`src/rtl/timer_pkg.sv`:
```
package timer_pkg;

  typedef enum logic [1:0] {
    A_LO  = 2'd0,
    A_HI  = 2'd1,
    A_CTL = 2'd2,
    A_INT = 2'd3
  } reg_addr_e;

  typedef struct packed {
    logic       buf16;
    logic [1:0] ps;
    logic       sync;
    logic       src;
    logic       on;
  } ctrl_t;

endpackage

```
`src/rtl/tmr_prescale.sv`:
```
module tmr_prescale #(
  parameter int PS_W = 2
) (
  input  logic            clk,
  input  logic            rst,
  input  logic            tick,
  input  logic [PS_W-1:0] ps,
  input  logic            clr,
  output logic            step
);
  localparam int PW = (1 << PS_W) - 1;

  logic [PW-1:0] pcnt;
  logic [PW-1:0] mask;

  always_comb begin
    mask = (PW'(1) << ps) - PW'(1);
    step = tick && ((pcnt & mask) == mask);
  end

  always_ff @(posedge clk) begin
    if (rst || clr) pcnt <= '0;
    else if (tick)  pcnt <= pcnt + PW'(1);
  end

  p_clear_r6: assert property (@(posedge clk) disable iff (rst)
    clr |=> pcnt == '0);
  p_advance_r5: assert property (@(posedge clk) disable iff (rst)
    (tick && !clr) |=> pcnt == $past(pcnt) + PW'(1));
  p_idle_r6: assert property (@(posedge clk) disable iff (rst)
    (!tick && !clr) |=> $stable(pcnt));
endmodule

```
`src/rtl/tmr_count.sv`:
```
module tmr_count #(
  parameter int BYTE_W = 8
) (
  input  logic                clk,
  input  logic                rst,
  input  logic                buffered,
  input  logic                step,
  input  logic                wr_lo,
  input  logic                wr_hi,
  input  logic                rd_lo,
  input  logic [BYTE_W-1:0]   wdata,
  output logic [2*BYTE_W-1:0] cnt,
  output logic [BYTE_W-1:0]   hbuf,
  output logic                ovf
);
  localparam int CNT_W = 2 * BYTE_W;

  always_comb ovf = step && !wr_lo && !wr_hi && (cnt == {CNT_W{1'b1}});

  always_ff @(posedge clk) begin
    if (rst) begin
      cnt  <= '0;
      hbuf <= '0;
    end else begin
      if (wr_lo) begin
        cnt[BYTE_W-1:0] <= wdata;
        if (buffered) cnt[CNT_W-1:BYTE_W] <= hbuf;
      end else if (wr_hi) begin
        if (buffered) hbuf <= wdata;
        else          cnt[CNT_W-1:BYTE_W] <= wdata;
      end else if (step) begin
        cnt <= cnt + CNT_W'(1);
      end
      if (rd_lo && buffered) hbuf <= cnt[CNT_W-1:BYTE_W];
    end
  end

  p_inc_r4: assert property (@(posedge clk) disable iff (rst)
    (step && !wr_lo && !wr_hi && cnt != {CNT_W{1'b1}}) |=> cnt == $past(cnt) + CNT_W'(1));
  p_wrap_r4: assert property (@(posedge clk) disable iff (rst)
    ovf |=> cnt == '0);
  p_hold_r10: assert property (@(posedge clk) disable iff (rst)
    (!step && !wr_lo && !wr_hi) |=> $stable(cnt));
  p_bufwr_r9: assert property (@(posedge clk) disable iff (rst)
    (buffered && wr_hi) |=> ($stable(cnt) && hbuf == $past(wdata)));
  p_commit_r9: assert property (@(posedge clk) disable iff (rst)
    (buffered && wr_lo) |=> cnt == {$past(hbuf), $past(wdata)});
  p_direct_r7: assert property (@(posedge clk) disable iff (rst)
    (!buffered && wr_hi) |=> (cnt[CNT_W-1:BYTE_W] == $past(wdata)
                              && cnt[BYTE_W-1:0] == $past(cnt[BYTE_W-1:0])));
  p_snap_r8: assert property (@(posedge clk) disable iff (rst)
    (buffered && rd_lo && !wr_hi) |=> hbuf == $past(cnt[CNT_W-1:BYTE_W]));
endmodule

```
`src/rtl/tmr_irq.sv`:
```
module tmr_irq (
  input  logic clk,
  input  logic rst,
  input  logic ovf,
  input  logic wr,
  input  logic wflag,
  input  logic wen,
  output logic flag,
  output logic en,
  output logic irq
);
  logic flag_d, en_d;

  always_comb begin
    flag_d = ovf ? 1'b1 : (wr ? wflag : flag);
    en_d   = wr ? wen : en;
  end

  always_ff @(posedge clk) begin
    if (rst) begin
      flag <= 1'b0;
      en   <= 1'b0;
      irq  <= 1'b0;
    end else begin
      flag <= flag_d;
      en   <= en_d;
      irq  <= flag_d && en_d;
    end
  end

  p_sticky_r11: assert property (@(posedge clk) disable iff (rst)
    (flag && !wr) |=> flag);
  p_ovf_wins_r12: assert property (@(posedge clk) disable iff (rst)
    ovf |=> flag);
  p_irq_r11: assert property (@(posedge clk) disable iff (rst)
    irq == (flag && en));
endmodule

```
`src/rtl/byte_timer16.sv`:
```
module byte_timer16 #(
  parameter int DATA_W = 8,
  parameter int ADDR_W = 2,
  parameter int PS_W   = 2
) (
  input  logic              clk,
  input  logic              rst,
  input  logic [ADDR_W-1:0] addr,
  input  logic              wr_en,
  input  logic              rd_en,
  input  logic [DATA_W-1:0] wdata,
  output logic [DATA_W-1:0] rdata,
  input  logic              int_tick,
  input  logic              ext_tick,
  output logic              irq
);
  import timer_pkg::*;

  localparam int CNT_W = 2 * DATA_W;

  ctrl_t             ctrl;
  logic [CNT_W-1:0]  cnt;
  logic [DATA_W-1:0] hbuf;
  logic              tick, step, ovf, flag, en;
  logic              wr_lo, wr_hi, wr_ctl, wr_int, rd_lo;

  always_comb begin
    wr_lo  = wr_en && addr == ADDR_W'(A_LO);
    wr_hi  = wr_en && addr == ADDR_W'(A_HI);
    wr_ctl = wr_en && addr == ADDR_W'(A_CTL);
    wr_int = wr_en && addr == ADDR_W'(A_INT);
    rd_lo  = rd_en && addr == ADDR_W'(A_LO);
    tick   = ctrl.on && (ctrl.src ? ext_tick : int_tick);
  end

  always_ff @(posedge clk) begin
    if (rst) ctrl <= '0;
    else if (wr_ctl) begin
      ctrl.buf16 <= wdata[7];
      ctrl.ps    <= wdata[5:4];
      ctrl.sync  <= wdata[2];
      ctrl.src   <= wdata[1];
      ctrl.on    <= wdata[0];
    end
  end

  tmr_prescale #(.PS_W(PS_W)) u_pre (
    .clk(clk), .rst(rst), .tick(tick), .ps(ctrl.ps), .clr(wr_lo), .step(step)
  );

  tmr_count #(.BYTE_W(DATA_W)) u_cnt (
    .clk(clk), .rst(rst), .buffered(ctrl.buf16), .step(step),
    .wr_lo(wr_lo), .wr_hi(wr_hi), .rd_lo(rd_lo), .wdata(wdata),
    .cnt(cnt), .hbuf(hbuf), .ovf(ovf)
  );

  tmr_irq u_irq (
    .clk(clk), .rst(rst), .ovf(ovf), .wr(wr_int), .wflag(wdata[0]),
    .wen(wdata[1]), .flag(flag), .en(en), .irq(irq)
  );

  always_ff @(posedge clk) begin
    if (rst) rdata <= '0;
    else if (rd_en) begin
      case (addr)
        ADDR_W'(A_LO):  rdata <= cnt[DATA_W-1:0];
        ADDR_W'(A_HI):  rdata <= ctrl.buf16 ? hbuf : cnt[CNT_W-1:DATA_W];
        ADDR_W'(A_CTL): rdata <= DATA_W'({ctrl.buf16, 1'b0, ctrl.ps, 1'b0,
                                          ctrl.sync, ctrl.src, ctrl.on});
        default:        rdata <= DATA_W'({en, flag});
      endcase
    end
  end

  p_rdhold_r2: assert property (@(posedge clk) disable iff (rst)
    !rd_en |=> $stable(rdata));
  p_ctlpad_r3: assert property (@(posedge clk) disable iff (rst)
    (rd_en && addr == ADDR_W'(A_CTL)) |=> (rdata[6] == 1'b0 && rdata[3] == 1'b0));
  p_off_r4: assert property (@(posedge clk) disable iff (rst)
    !ctrl.on |-> !step);
endmodule

```
`config.mk`:
```
export PLATFORM = sky130hd
export DESIGN_NAME = byte_timer16
export DESIGN_NICKNAME = d
export VERILOG_FILES = /design/src/rtl/timer_pkg.sv /design/src/rtl/tmr_prescale.sv /design/src/rtl/tmr_count.sv /design/src/rtl/tmr_irq.sv /design/src/rtl/byte_timer16.sv
export SDC_FILE = /design/constraint.sdc
export NUM_CORES = 1
export LEC_CHECK = 0
export BUFFER_PORTS_ARGS = -buffer_cell sky130_fd_sc_hd__buf_2
export CAP_MARGIN = 20
export CORE_MARGIN = 3
export CORE_UTILIZATION = 45
export CTS_CLUSTER_SIZE = 10
export DETAILED_ROUTE_END_ITERATION = 8
export PLACE_DENSITY = 0.62
export SETUP_SLACK_MARGIN = 0.2
export SYNTH_ARGS = -nofsm -noshare
export SYNTH_HDL_FRONTEND = slang
export SYNTH_SLANG_ARGS = --single-unit
```
`constraint.sdc`:
```
create_clock -name clk -period 3.86 [get_ports clk]
set_clock_uncertainty 0.05 [all_clocks]
set_input_delay 0.386 -clock clk [delete_from_list [all_inputs] [get_ports clk]]
set_output_delay 0.386 -clock clk [all_outputs]
set_load 0.1 [all_outputs]
```
# Yosys cells after proc, flatten, opt, wreduce, memory -nomap -nowiden
# Cells that the tools add are included.
op_classes:
  n_eq_ne: 8
  n_shift: 1
  n_mux: 15
  n_addsub: 3
  reduce_logical: 23
  bitwise: 1
op_table:
  columns: ["op", "n"]
  rows:
  - ["$mux 8", 8]
  - ["$mux 16", 2]
  - ["$pmux 8 s3", 1]
  - ["$add 16x1->16 const B", 1]
  - ["$eq 16x16->1 const B", 1]
  - ["$logic_and 1x1->1", 12]
  - ["$reduce_bool 2->1", 3]
  - ["$eq 2x2->1 const B", 2]
  - ["$mux 1", 4]
  - ["$reduce_and 2->1", 2]
  - ["$add 3x1->3 const B", 1]
  - ["$and 3x3->3", 1]
  - ["$eq 3x3->1", 1]
  - ["$ne 3x2->1 const B", 1]
  - ["$reduce_and 3->1", 1]
  - ["$reduce_bool 3->1", 1]
  - ["$shl 1x2->3 const A", 1]
  - ["$sub 3x2->3 const B", 1]
  - ["$eq 2x1->1 const B", 1]
  - ["$logic_not 1->1", 2]
  - ["$logic_not 2->1", 1]
  - ["$ne 2x1->1 const B", 1]
  - ["$ne 2x2->1 const B", 1]
  - ["$logic_or 1x1->1", 1]
totals:
  word_cells: 64
  in_bits: 16
  register_bits: 44
  out_inout_bits: 9

# Depth between registers and ports, before layout
logic_depth:
  ltp_word: 10
  depth_mapped: 8
  ltp_nobuf: 6

# Cells and area by module
# From an unflattened synthesis, not the netlist that was laid out.
unflattened:
  hier_cells: 303
  area_unflattened_um2: 2633.8
modules_own_cells:
  columns: ["module", "cells_per_inst", "n_inst", "area_each_um2", "seq_area_each_um2"]
  rows:
  - ["tmr_count", 189, 1, 1510.2, 480.5]
  - ["byte_timer16", 89, 1, 869.6, 280.3]
  - ["tmr_prescale", 16, 1, 148.9, 60.1]
  - ["tmr_irq", 9, 1, 105.1, 60.1]

# Worst setup path before layout
# OpenSTA, ideal clock, no wires.
synth_path:
  path_kind: "in2reg"
  start: "in wr_en"
  end: "reg u_cnt.cnt[6]"
  t_arrival_ps: 1999
  required_time_ps: 3719
  stages: 7
  setup_slack_ps: 1720
  setup_time_ps: 91
  path_buffers: 2
  cell_sequence: "buf_6 > nor2b_4 > or2_1 > or3_1 > buf_2 > or4_1 > a311oi_1"
synth_via:
  elab_chain_cells: 3
  elab_cells_between_ends: 6
  cone_classes: "eq/ne: 1; mux: 1; reduce/logical: 4"
synth_rtl:
  columns: ["element", "line", "source"]
  rows:
  - ["from (decl)", "byte_timer16.sv:9", "input logic wr_en,"]
  - ["$logic_and 1x1->1 (on tied branches)", "byte_timer16.sv:29, byte_timer16.sv:28", null]
  - ["$ne 2x1->1 (no source line) / $reduce_bool 2->1 (equally long branches)", null, null]
  - ["$reduce_and 2->1 (no source line)", null, null]
  - ["to (signal, indexed assignment)", "tmr_count.sv:27", "if (buffered) cnt[CNT_W-1:BYTE_W] <= hbuf;"]
  - ["to (signal, indexed assignment)", "tmr_count.sv:30", "else cnt[CNT_W-1:BYTE_W] <= wdata;"]
  - ["to (signal assigned)", "tmr_count.sv:32", "cnt <= cnt + CNT_W'(1);"]
  - ["to (decl)", "tmr_count.sv:12", "output logic [2*BYTE_W-1:0] cnt,"]
# Parallel ways exist; a longest one is shown, timed or not.
# A chain may end at the register's enable or synchronous reset.

# Final worst setup path
layout_path:
  start: "reg ctrl[5] in the netlist's numbering"
  end: "reg u_cnt.cnt[14]"
layout_via:
  elab_chain_cells: 2
  elab_cells_between_ends: 4
  cone_classes: "eq/ne: 1; mux: 2; reduce/logical: 1"
layout_rtl:
  columns: ["element", "line", "source"]
  rows:
  - ["from (decl)", "byte_timer16.sv:21", "ctrl_t ctrl;"]
  - ["$ne 3x2->1 (no source line) / $mux 8 (equally long branches)", null, null]
  - ["$reduce_and 2->1 (no source line) / $mux 16 (equally long branches)", null, null]
  - ["to (signal, indexed assignment)", "tmr_count.sv:26", "cnt[BYTE_W-1:0] <= wdata;"]
  - ["to (signal, indexed assignment)", "tmr_count.sv:27", null]
  - ["to (signal, indexed assignment)", "tmr_count.sv:30", null]
# Parallel ways exist; a longest one is shown, timed or not.

==> Implementation_results.wiki <==
{| class="wikitable"
! Metric !! Value
|-
| Dominant synthesized flop cell || dfxtp_1
|-
| Highest clock rate || 454 MHz
|-
| Diodes inserted || 0
|-
| Worst ir drop on vdd || 0.278 mV
|-
| Final Setup Violations || 0
|-
| Metal1 wirelength || 3.07 mm
|-
| Maximum fanout along the worst path || 20
|-
| Top Layer Used || met4
|-
| Avg Cell Area, Syn || 8.57 um2
|-
| Footprint of the flip-flops and latches || 881 um2
|-
| Worst-case clock buffer depth || 2
|-
| Headroom to the max-slew limit || 42.0%
|-
| Final #Nets || 312
|-
| Async set-or-reset flop fraction in the synthesized netlist || 0%
|-
| Mapped Nets || 303
|-
| Pin count of the biggest net entering global routing || 46
|-
| Crit path time final || 2200 ps
|-
| Wire length of the first global-routing pass || 10.8 mm
|-
| Transition time of the tightest slew-check pin || 868 ps
|-
| Half-perimeter wire length of the detailed placement result || 4.70 mm
|-
| Die extent in y || 79.7 um
|-
| Post-Layout Cell Count || 365
|-
| Detailed-routing iteration count for the pre-antenna-repair pass || 4
|-
| Yosys warns || 0
|-
| Post-synth design cell area || 2440 um2
|-
| Clock transition at the registers of the reported paths || 80 ps
|-
| Met3 layer wire length in the routed design || 323 um
|-
| Endpoints failing hold || 0
|-
| Number of max-cap violations || 0
|-
| Seq cells post-synth || 44
|-
| Ratio of cells with drive above 1 in the final layout || 15.9%
|-
| TritonCTS sink count || 44
|-
| Tightest Hold Check Type || in2reg
|-
| Synth area leaders || dfxtp_1 (36%), mux2i_1 (10%), a211oi_1 (6.1%), nor2_1 (5.5%), mux2_2 (4.6%)
|-
| Area growth, synth to finish || 9.27%
|-
| Total DRC errors in the routed layout || 0
|-
| Port-buffer cells || 24
|-
| Core footprint || 5170 um2
|-
| Part of the Yosys area used for sequential elements || 36.0%
|-
| Result of the run || finished, final reports clean
|-
| Htree depth || 2
|-
| Setup TNS Final || 0 ps
|-
| Count of flip-flops with a built-in enable after synthesis || 0
|-
| Clock Root Buffer || clkbuf_8
|-
| Antenna violations before repair || 0
|-
| Insertion delay of the later-clocked pin in the worst-skew pair || 300 ps
|-
| Count of instances resized after the clock tree is built || 0
|-
| Area share of the leading cell type in the synthesized netlist || 36.0%
|-
| Starting density of the core || 47.2%
|-
| Number of setup buffers added after CTS || 0
|-
| R2r setup slk || 1660 ps
|-
| Final Wtd Congestion || 0.857
|-
| DIE AREA || 6350 um2
|-
| Kind of end point of the critical path || flop
|-
| TritonCTS clock tree || yes
|-
| Total vias in the final route || 2197
|-
| Power density over the cells || 363 nW/um2
|-
| Area occupied by multi-input gates || 1460 um2
|-
| Final design instance area without fill || 2670 um2
|-
| Total of fill cells in the finished design || 517
|-
| Count of different cell masters after synthesis || 46
|-
| I/O pin total || 25
|-
| Count of antenna-violating nets left after detailed routing || 0
|-
| Floorplan die width || 79.7 um
|-
| Setup repair after global routing missed its margin || no
|-
| Startpoint type of the worst setup path || flop
|-
| Detail Route met2 WL || 2.94 mm
|-
| Final max-slew violation count || 0
|-
| Via-per-instance ratio || 6.02
|-
| Post-Route WL || 6.46 mm
|-
| Arrival time of data at the critical path endpoint || 2360 ps
|-
| Most frequent standard cell in the layout excluding fill and tap cells || dfxtp_1
|-
| Leak pwr || 0.00107 uW
|-
| WP data required || 4020 ps
|-
| Area of placed instances || 2560 um2
|-
| Portion of the clock cycle consumed by the worst path in the final layout || 57.1%
|-
| Total placed cells including tap cells || 357
|-
| Total CTS buffers || 5
|-
| Global-route usage over all layers || 22.2%
|-
| Average wire per standard cell || 17.7 um
|-
| Cell row count || 26
|-
| Critical path class || reg2reg
|-
| Library cell with the largest summed area after synthesis || dfxtp_1
|-
| Number of cells produced by synthesis || 285
|-
| Initial DRC Count || 157
|-
| Vias in the first global route || 2060
|-
| Hold Buf Count CTS || 0
|-
| GRT overflow || 0
|-
| Commonest non-fill, non-tap cells in the layout || dfxtp_1 (44), nor2_1 (36), mux2i_1 (25)
|}
area by class of cell:
class | instances | area share [%]
Sequential cell | 44 | 33.0
Multi-Input combinational cell | 215 | 54.5
Inverter | 3 | 0.422
Clock buffer | 6 | 2.72
Tap cell | 70 | 3.28
Clock inverter | 2 | 1.31
Timing Repair Buffer | 25 | 4.78
registers in the layout (all words and copies together) (netlist names):
signal	count
u_cnt.cnt	16
rdata	8
u_cnt.hbuf	8
ctrl	6
u_pre.pcnt	3
u_irq.en	1
u_irq.flag	1
u_irq.irq	1
logic make-up after synthesis:
| kind of cell | Yosys count | share of synthesized area (%) |
|---|---|---|
| xor gates and xnor gates | 3 | 1.08 |
| adders and majority gates | 2 | 1.02 |
| DFF | 44 | 36.0 |
| and+or+nand+nor | 102 | 20.7 |
| buffers and inverters | 26 | 4.40 |
| AOI/OAI and AO/OA | 71 | 20.0 |
| muxes | 37 | 16.7 |
worst paths after layout:
check,startpoint,endpoint,depth (start not counted)
worst max-delay path,ctrl[5],u_cnt.cnt[14],3
worst min-delay path,wdata[7],ctrl[5],3
worst max register to register,ctrl[5],u_cnt.cnt[14],3
worst min register to register,ctrl[2],ctrl[2],2
worst max-delay path: stages (launching register included):
cell and delay [ps]:
dfxtp_1 630, nand3_1 740, and2_1 460, a211oi_1 220
power by group:
part	switching, uW	internal, uW
clock network	162	192
registers	17.5	468
logic	86.4	44.3
total	266	705
per-layer routing:
| metal | vias up | global-route usage (%) |
|---|---|---|
| li1 | 1083 | - |
| met1 | 1037 | 31.1 |
| met2 | 65 | 33.1 |
| met3 | 12 | 4.51 |
| met4 | 0 | 9.11 |
| met5 | - | 0 |
metrics by stage:
step | setup slack, ps | total power, uW | hold slack, ps | util [%]
4_1_cts | 1680 | 975 | 339 | 51.6
3_3_place_gp | 1500 | 626 | 395 | 49.5
2_1_floorplan | 1720 | 590 | 387 | -
3_5_place_dp | 1450 | 626 | 403 | 49.5
6_report | 1660 | 970 | 348 | 51.6
5_1_grt | 1400 | 1010 | 345 | 51.6
cells in the mapped netlist, drive strengths merged (4+ instances only):
library cell / instances
a211oi: 20
dfxtp: 44
nor2: 36
nand2: 16
buf: 7
mux2i: 25
o21ai: 11
a31oi: 6
o22ai: 4
nand2b: 5
mux2: 10
nor2b: 4
nand3: 13
nand4: 5
o31ai: 7
a311oi: 4
nor3: 5
a21oi: 7
clkbuf: 16
(Power assumes the default switching activity.)
